**src/rtl/tmr_pkg.sv**
```systemverilog
package tmr_pkg;
    // register addresses
    localparam logic [2:0] A_CTRL = 3'd0;
    localparam logic [2:0] A_AUX  = 3'd1;
    localparam logic [2:0] A_CMP1 = 3'd2;
    localparam logic [2:0] A_CMP2 = 3'd3;
    localparam logic [2:0] A_CAP1 = 3'd4;
    localparam logic [2:0] A_CAP2 = 3'd5;
    localparam logic [2:0] A_CNT  = 3'd6;
    localparam logic [2:0] A_STAT = 3'd7;

    // control byte fields
    localparam int CB_EN1   = 7;
    localparam int CB_EN2   = 6;
    localparam int CB_OPM   = 5;
    localparam int CB_PWM   = 4;
    localparam int CB_CKHI  = 3;
    localparam int CB_CKLO  = 2;
    localparam int CB_C2POL = 1;
    localparam int CB_EXPOL = 0;

    // aux fields
    localparam int AX_ACT   = 0;
    localparam int AX_IDLE  = 1;
    localparam int AX_C1POL = 2;

    // status flags
    localparam int FL_CAP1 = 0;
    localparam int FL_CAP2 = 1;
    localparam int FL_HIT1 = 2;
    localparam int FL_HIT2 = 3;

    typedef enum logic [1:0] {
        CK_DIV4 = 2'b00,
        CK_DIV2 = 2'b01,
        CK_DIV8 = 2'b10,
        CK_EXT  = 2'b11
    } clk_sel_e;

    // pin index for the synchroniser array
    localparam int PIN_EXT  = 0;
    localparam int PIN_CAP1 = 1;
    localparam int PIN_CAP2 = 2;
    localparam int PIN_N    = 3;
endpackage

```
**src/rtl/tmr_edge_sync.sv**
```systemverilog
module tmr_edge_sync #(
    parameter int STAGES = 2
) (
    input  logic clk,
    input  logic rst_n,
    input  logic din,
    input  logic rise_sel,
    output logic edge_o
);
    typedef struct packed {
        logic [STAGES:0] sh;
    } sync_t;

    sync_t d, q;
    logic  cur, prev;

    always_comb begin
        d    = q;
        d.sh = {q.sh[STAGES-1:0], din};
    end

    always_ff @(posedge clk or negedge rst_n) begin
        if (!rst_n) q <= '0;
        else        q <= d;
    end

    assign cur    = q.sh[STAGES-1];
    assign prev   = q.sh[STAGES];
    assign edge_o = rise_sel ? (cur & ~prev) : (~cur & prev);
endmodule

```
**src/rtl/tmr_prescale.sv**
```systemverilog
module tmr_prescale
    import tmr_pkg::*;
#(
    parameter bit HAS_EXT = 1'b1
) (
    input  logic       clk,
    input  logic       rst_n,
    input  logic [1:0] sel,
    input  logic       ext_edge,
    output logic       tick
);
    localparam int PRE_W = 3;

    typedef struct packed {
        logic [PRE_W-1:0] pre;
    } pre_t;

    pre_t d, q;

    always_comb begin
        d     = q;
        d.pre = q.pre + 1'b1;
    end

    always_ff @(posedge clk or negedge rst_n) begin
        if (!rst_n) q <= '0;
        else        q <= d;
    end

    always_comb begin
        case (clk_sel_e'(sel))
            CK_DIV4: tick = &q.pre[1:0];
            CK_DIV2: tick = q.pre[0];
            CK_DIV8: tick = &q.pre[2:0];
            default: tick = HAS_EXT ? ext_edge : 1'b0;
        endcase
    end
endmodule

```
**src/rtl/cmp_timer16.sv**
```systemverilog
module cmp_timer16
    import tmr_pkg::*;
#(
    parameter int CNT_W       = 16,
    parameter bit HAS_EXT_CLK = 1'b1,
    parameter int SYNC_STAGES = 2
) (
    input  logic             clk,
    input  logic             rst_n,
    input  logic             bus_wr,
    input  logic [2:0]       bus_addr,
    input  logic [CNT_W-1:0] bus_wdata,
    output logic [CNT_W-1:0] bus_rdata,
    input  logic             ext_clk_in,
    input  logic             cap1_in,
    input  logic             cap2_in,
    output logic             out1_lvl,
    output logic             out1_en,
    output logic             out2_lvl,
    output logic             out2_en
);
    localparam int CTRL_W = 8;
    localparam int AUX_W  = 3;
    localparam int FLAG_W = 4;

    typedef struct packed {
        logic [CTRL_W-1:0] ctrl;
        logic [AUX_W-1:0]  aux;
        logic [CNT_W-1:0]  cmp1;
        logic [CNT_W-1:0]  cmp2;
        logic [CNT_W-1:0]  cap1;
        logic [CNT_W-1:0]  cap2;
        logic [CNT_W-1:0]  cnt;
        logic [FLAG_W-1:0] flags;
        logic              out1;
        logic              out2;
        logic              pulse;
    } st_t;

    st_t d, q;

    logic [PIN_N-1:0] pin_raw, pin_pol, pin_edge;
    logic tick, pwm_mode, opm_mode, trig, hit1, hit2, cap1_edge, cap2_edge;
    logic [FLAG_W-1:0] fl_set, fl_clr;

    assign pin_raw[PIN_EXT]  = ext_clk_in;
    assign pin_raw[PIN_CAP1] = cap1_in;
    assign pin_raw[PIN_CAP2] = cap2_in;
    assign pin_pol[PIN_EXT]  = q.ctrl[CB_EXPOL];
    assign pin_pol[PIN_CAP1] = q.aux[AX_C1POL];
    assign pin_pol[PIN_CAP2] = q.ctrl[CB_C2POL];

    for (genvar g = 0; g < PIN_N; g++) begin : g_pin
        tmr_edge_sync #(.STAGES(SYNC_STAGES)) u_sync (
            .clk      (clk),
            .rst_n    (rst_n),
            .din      (pin_raw[g]),
            .rise_sel (pin_pol[g]),
            .edge_o   (pin_edge[g])
        );
    end

    assign cap1_edge = pin_edge[PIN_CAP1];
    assign cap2_edge = pin_edge[PIN_CAP2];

    tmr_prescale #(.HAS_EXT(HAS_EXT_CLK)) u_pre (
        .clk      (clk),
        .rst_n    (rst_n),
        .sel      (q.ctrl[CB_CKHI:CB_CKLO]),
        .ext_edge (pin_edge[PIN_EXT]),
        .tick     (tick)
    );

    assign pwm_mode = q.ctrl[CB_PWM];
    assign opm_mode = q.ctrl[CB_OPM] & ~q.ctrl[CB_PWM];
    assign trig     = opm_mode & cap1_edge;
    assign hit1     = tick & (q.cnt == q.cmp1);
    assign hit2     = tick & (q.cnt == q.cmp2);

    always_comb begin
        d = q;

        // counter
        if (trig)                          d.cnt = '0;
        else if (tick && pwm_mode && hit2) d.cnt = '0;
        else if (tick)                     d.cnt = q.cnt + 1'b1;

        // output 1
        if (pwm_mode) begin
            d.pulse = 1'b0;
            if (hit2)      d.out1 = q.aux[AX_ACT];
            else if (hit1) d.out1 = q.aux[AX_IDLE];
        end else if (opm_mode) begin
            if (trig) begin
                d.out1  = q.aux[AX_ACT];
                d.pulse = 1'b1;
            end else if (q.pulse && hit1) begin
                d.out1  = q.aux[AX_IDLE];
                d.pulse = 1'b0;
            end
        end else begin
            d.pulse = 1'b0;
            if (hit1) d.out1 = q.aux[AX_ACT];
        end

        // output 2
        if (hit2) d.out2 = q.aux[AX_IDLE];

        // captures
        if (cap1_edge) d.cap1 = q.cnt;
        if (cap2_edge) d.cap2 = q.cnt;

        // flags
        fl_set          = '0;
        fl_set[FL_CAP1] = cap1_edge;
        fl_set[FL_CAP2] = cap2_edge;
        fl_set[FL_HIT1] = hit1;
        fl_set[FL_HIT2] = hit2;
        fl_clr          = (bus_wr && bus_addr == A_STAT) ? bus_wdata[FLAG_W-1:0] : '0;
        d.flags         = (q.flags & ~fl_clr) | fl_set;

        // register writes
        if (bus_wr) begin
            case (bus_addr)
                A_CTRL:  d.ctrl = bus_wdata[CTRL_W-1:0];
                A_AUX:   d.aux  = bus_wdata[AUX_W-1:0];
                A_CMP1:  d.cmp1 = bus_wdata;
                A_CMP2:  d.cmp2 = bus_wdata;
                default: ;
            endcase
        end
    end

    always_ff @(posedge clk or negedge rst_n) begin
        if (!rst_n) q <= '0;
        else        q <= d;
    end

    always_comb begin
        case (bus_addr)
            A_CTRL:  bus_rdata = CNT_W'(q.ctrl);
            A_AUX:   bus_rdata = CNT_W'(q.aux);
            A_CMP1:  bus_rdata = q.cmp1;
            A_CMP2:  bus_rdata = q.cmp2;
            A_CAP1:  bus_rdata = q.cap1;
            A_CAP2:  bus_rdata = q.cap2;
            A_CNT:   bus_rdata = q.cnt;
            default: bus_rdata = CNT_W'(q.flags);
        endcase
    end

    assign out1_lvl = q.out1;
    assign out2_lvl = q.out2;
    assign out1_en  = q.ctrl[CB_EN1];
    assign out2_en  = q.ctrl[CB_EN2];
endmodule

```
**config.mk**
```make
export PLATFORM = sky130hd
export DESIGN_NAME = cmp_timer16
export DESIGN_NICKNAME = d
export VERILOG_FILES = /design/src/rtl/tmr_pkg.sv /design/src/rtl/tmr_edge_sync.sv /design/src/rtl/tmr_prescale.sv /design/src/rtl/cmp_timer16.sv
export SDC_FILE = /design/constraint.sdc
export NUM_CORES = 1
export LEC_CHECK = 0
export CORE_ASPECT_RATIO = 1.25
export CORE_MARGIN = 2
export CORE_UTILIZATION = 63
export CTS_CLUSTER_DIAMETER = 60
export DETAILED_ROUTE_END_ITERATION = 10
export PLACE_DENSITY = 0.84
export REMOVE_ABC_BUFFERS = 1
export SETUP_SLACK_MARGIN = 0.02
export SLEW_MARGIN = 20
export SYNTH_ARGS = -nofsm -noshare
export SYNTH_HDL_FRONTEND = slang
export SYNTH_SLANG_ARGS = --single-unit
```
**constraint.sdc**
```tcl
create_clock -name clk -period 6.65 [get_ports clk]
set_input_delay 1.995 -clock clk [delete_from_list [all_inputs] [get_ports clk]]
set_output_delay 1.995 -clock clk [all_outputs]
set_load 0.01 [all_outputs]
```
# Word level (Yosys, flattened, before mapping)
# Index checks and enable logic that the tools add are counted.
# word_totals
word_cells,85
ff_bits,110
output_inout_bits,20
inputBits,25
# op_classes
bitwise_logic,20
n_eq_ne,13
n_addsub,2
muxes,20
n_reduce_logical,15
# ops
cell,n
16-bit case mux with 7 select lines,1
16-bit two-way mux,3
16-bit == test,2
16-bit by 1-bit adder with 16-bit output (second input constant),1
1-bit two-way mux,14
3-bit == test (second input constant),4
1-bit AND,10
2-bit AND reduction,5
1-bit NOT,7
3-bit by 2-bit == test with 1-bit output (second input constant),2
3-bit AND reduction,2
3-bit nonzero test,2
4-bit AND,1
1-bit logical AND,4
4-bit two-way mux,1
4-bit by 2-bit != test with 1-bit output (second input constant),1
4-bit NOT,1
4-bit OR,1
3-bit by 1-bit adder with 3-bit output (second input constant),1
3-bit by 1-bit == test with 1-bit output (second input constant),1
3-bit logical NOT,1
3-bit by 1-bit != test with 1-bit output (second input constant),1
1-bit case mux with 3 select lines,1
2-bit by 1-bit == test with 1-bit output (second input constant),1
other kinds (2),2

# Logic depth before layout (Yosys ltp)
# logic_depth
depth_word,10
depth_mapped,10
ltp_nobuf,8

# Hierarchy
# From an unflattened synthesis, not the netlist that was laid out.
# hier_totals
cells_unflattened,460
area_unflattened_um2,5586.6
# modules_own_cells
mod,seq_area_each_um2,area_each_um2,cells_each,instances
cmp_timer16,2452.4,5167.5,435,1
tmr_edge_sync,75.1,97.6,6,3
tmr_prescale,75.1,126.4,7,1

# Worst setup path after synthesis
# Ideal clock, no wire load.
# synth_timing
path_type,input to output
from,input port bus_addr[0]
to,output port bus_rdata[3]
path_slack_ns,1.409
cell_stages,6
t_required_ns,4.655
arrival_time_ns,3.246
n_path_buf,3
path_cell_list,buf_2 > buf_1 > clkbuf_1 > nor2_1 > a311oi_1 > a21oi_1
# synth_via
elab_chain_cells,2
elab_cells_between_ends,8
cone_classes,eq/ne (6); mux (1); reduce/logical (1)
# synth_rtl
item,line_no,text
from (decl),cmp_timer16.sv:11,"input logic [2:0] bus_addr,"
"3-bit == test, or another cell as far along",cmp_timer16.sv:140,case (bus_addr)
16-bit case mux with 7 select lines *,cmp_timer16.sv:140,
to (decl),cmp_timer16.sv:13,"output logic [CNT_W-1:0] bus_rdata,"
# Every way passes the cells marked *; elsewhere a longest branch is shown, timed or not.

# Final worst setup path
# layout_timing
from,input port bus_addr[2]
to,output port bus_rdata[7]
# The elaborated chain is that of the path after synthesis.

==> metrics.md <==
| Metric | Value |
|---|---|
| Run status | finished, final reports clean |
| Sink Count | 110 |
| TritonCTS Buffers | 9 |
| # DRC | 0 |
| DRT antenna net count | 0 |
| Layout Nets | 548 |
| Final Max Slew Viols | 0 |
| Setup TNS | 0 ps |
| Clock Latency Late Sink | 380 ps |
| Post-Layout Cell Count | 645 |
| FMAX | between 150 and 200 MHz |
| Register area share after synthesis | between 40% and 50% |
| Detail Placement HPWL | ~9 mm |
| H-tree depth | 3 |
| Hold Path Class | register to register |
| Rel. slew slack | between 30% and 40% |
| Root buffer cell | clkbuf_8 |
| Post-synth EDFFs | 0 |
| Post-synthesis cell type count | approximately 50 |
| Placeable core area | about 8700 um^2 |
| IO Port Bufs | between 40 and 50 |
| Finish-stage setup viols | 0 |
| Area of the mapped netlist | 5580 um^2 |
| Crit-path slowest cell | nor2b_1 |
| Setup ws final | around 340 ps |
| Tcrit/Tclk final | between 90% and 100% |
| Critical path data required time | about 4700 ps |
| First-pass GRT wire length | between 20 and 25 mm |
| Cts hold-fix bufs | 0 |
| Post-Route Skew | around 7.8 ps |
| Fin crit period | 6310 ps |
| Commonest cells after routing, fill and taps aside | 110 x dfrtp_1, 76 x mux2_2, 44 x nor2_1 |
| Syn avg cell area | around 11 um^2 |
| Reg-to-reg setup timing slack | approximately 3700 ps |
| Pre-CTS worst setup slack | 376 ps |
| CP Class | input port to output port |
| Initial antenna violation count | 0 |
| Cell Chain, Critical Path | clkdlybuf4s50_1 > buf_4 > nor2b_1 > a22o_1 > a21oi_1 > o21ai_0 > clkdlybuf4s50_1 |
| Critical Path Start Type | input port |
| Most common cell after layout, fill and taps aside | dfrtp_1 |
| Vias | about 4000 |
| Synthesized instance count | between 400 and 500 |
| Layout cells sized above 1 | 21.9% |
| Synthesis-to-finish area growth | 13.2% |
| CTS max path bufs | 2 |
| Die area | ~9600 um^2 |
| Warnings, synthesis | 0 |
| Die Span Y | ~110 um |
| Crit-path most repeated cell | clkdlybuf4s50_1 |
| RSZ-0062 raised after global routing | no |
| Placer Congestion | between 0.8 and 0.9 |
| DR WL/cell | 20.0 um |
| Crit Path Max Fanout | 18 |
| CTS tree | yes |
| CTS resizes | 0 |
| Post-synth ARST share | 100% |
| First-pass iteration count of the detailed router | 4 |
| VDD IR max | a little under 200 uV |
| Overflow after GRT | 0 |
| Power per cell area | roughly 290 nW/um^2 |
| Largest stage delay on the critical path | between 600 and 700 ps |
| I/O Pins | 45 |
| Overall power | 1810 uW |
| Antenna diode count | 0 |
| Worst Tran Pin Value | 971 ps |
| Largest net degree at the start of global routing | 58 |
| Gr usage total | 29.1% |
| CP endpoint kind | output port |
| Row count | 38 |
| Drt via density | just over 6 |
| Initial core utilization | between 60% and 70% |
| Clock transition at path regs | roughly 100 ps |
| Ys flop type | dfrtp_1 |
| Die width | 88.2 um |
| 1st-iter DRT viols | approximately 190 |
| P_leak | ~0.0028 uW |
| Final wirelength | 12.9 mm |
| Maximum capacitance violations | 0 |
| Post-CTS setup buffers | 0 |
| Fill cell count | 630 |
| WP data arrival | between 4000 and 5000 ps |
| Synth Register Bits | 110 |
| Inst Count DP | approximately 630 |
| Vias in the first global route | approximately 4100 |
| Final Hold Viols | 0 |
==> cell usage after synthesis, drive strengths merged (4+ instances only) <==
cell type  number  share of area, %
buf            25               2.6
o21ai          11               1.1
nand2          33               2.2
a311oi          5              0.78
nor2b           8              0.90
nor3            6              0.63
xnor2          16               2.5
mux2           77                16
a22o           11               1.7
inv             5              0.34
nor4            6              0.67
mux2i          14               2.5
a21oi          19               1.7
nor2           44               3.0
nand4           4              0.45
xor2           27               4.2
a221o           7               1.3
clkbuf         13              0.87
nand2b          4              0.45
nand3           9              0.81
dfrtp         110                49
a22oi           4              0.54
==> critical path: cells and delay by family <==
| family | cells | cell delay [ps] |
|---|---|---|
| buffers and inverters | 3 | 1300 |
| AND/OR/NAND/NOR | 1 | 610 |
| AO/OA/AOI/OAI | 3 | 400 |
==> power by group <==
part	total (uW)	internal (uW)	switching (uW)
combinational	424	224	201
sequential	909	777	132
clock	481	251	230
==> cell families after synthesis <==
logic type	share of synthesized area (%)
AND/OR/NAND/NOR	11.1
XOR/XNOR	6.75
buffers and inverters	3.79
multiplexers	18.9
AO/OA/AOI/OAI	9.55
adder cells (fa/ha/maj)	0.673
flip-flops	49.3
==> flip-flops by register name, summed over array words and instances, names as in the netlist <==
name / flops
out2_lvl: 1
u_pre.q: 3
pin_pol: 3
q: 90
pwm_mode: 1
out1_en: 1
g_pin.u_sync.q: 9
out2_en: 1
out1_lvl: 1
==> final timing paths <==
kind,from,to,depth (start not counted)
hold reg to reg,g_pin[2].u_sync.q[0]$_DFF_PN0_,g_pin[2].u_sync.q[1]$_DFF_PN0_,0
setup reg to reg,u_pre.q[0]$_DFF_PN0_,out1_lvl$_DFFE_PN0P_,8
hold / removal,g_pin[2].u_sync.q[0]$_DFF_PN0_,g_pin[2].u_sync.q[1]$_DFF_PN0_,0
setup / recovery,bus_addr[2],bus_rdata[7],7
min in group asynchronous,rst_n,q[34]$_DFFE_PN0P_,1
max in group asynchronous,rst_n,q[92]$_DFFE_PN0P_,2
==> area by class of cell <==
class / count / area [um^2] / area share, %
timing repair buffer: 54 / 538 / 8.52
tap: 120 / 150 / 2.38
clock inverter: 6 / 109 / 1.72
inverter: 5 / 18.8 / 0.297
sequential: 110 / 2750 / 43.6
clock buffer: 10 / 128 / 2.02
multi-input combinational: 340 / 2620 / 41.5
==> layer usage <==
layer  share of wire [%]  vias to the layer above  track usage [%]  wire [um]
met5                   0                        -                0          0
met4                 3.4                        0             13.9        436
met3                 5.9                       41             6.21        755
met2                  51                      166             48.2       6620
met1                  39                     1974             36.2       5080
li1                    -                     1803                -          -
==> stage by stage <==
step | hold slack, ps | utilization, % | area (um^2)
3_3_place_gp | 338 | 70.3 | 6080
5_1_grt | 377 | 73.0 | 6320
2_1_floorplan | 331 | - | 5390
3_5_place_dp | 337 | 70.3 | 6080
6_report | 362 | 73.0 | 6320
4_1_cts | 368 | 73.0 | 6320
(Power assumes the default switching activity.)
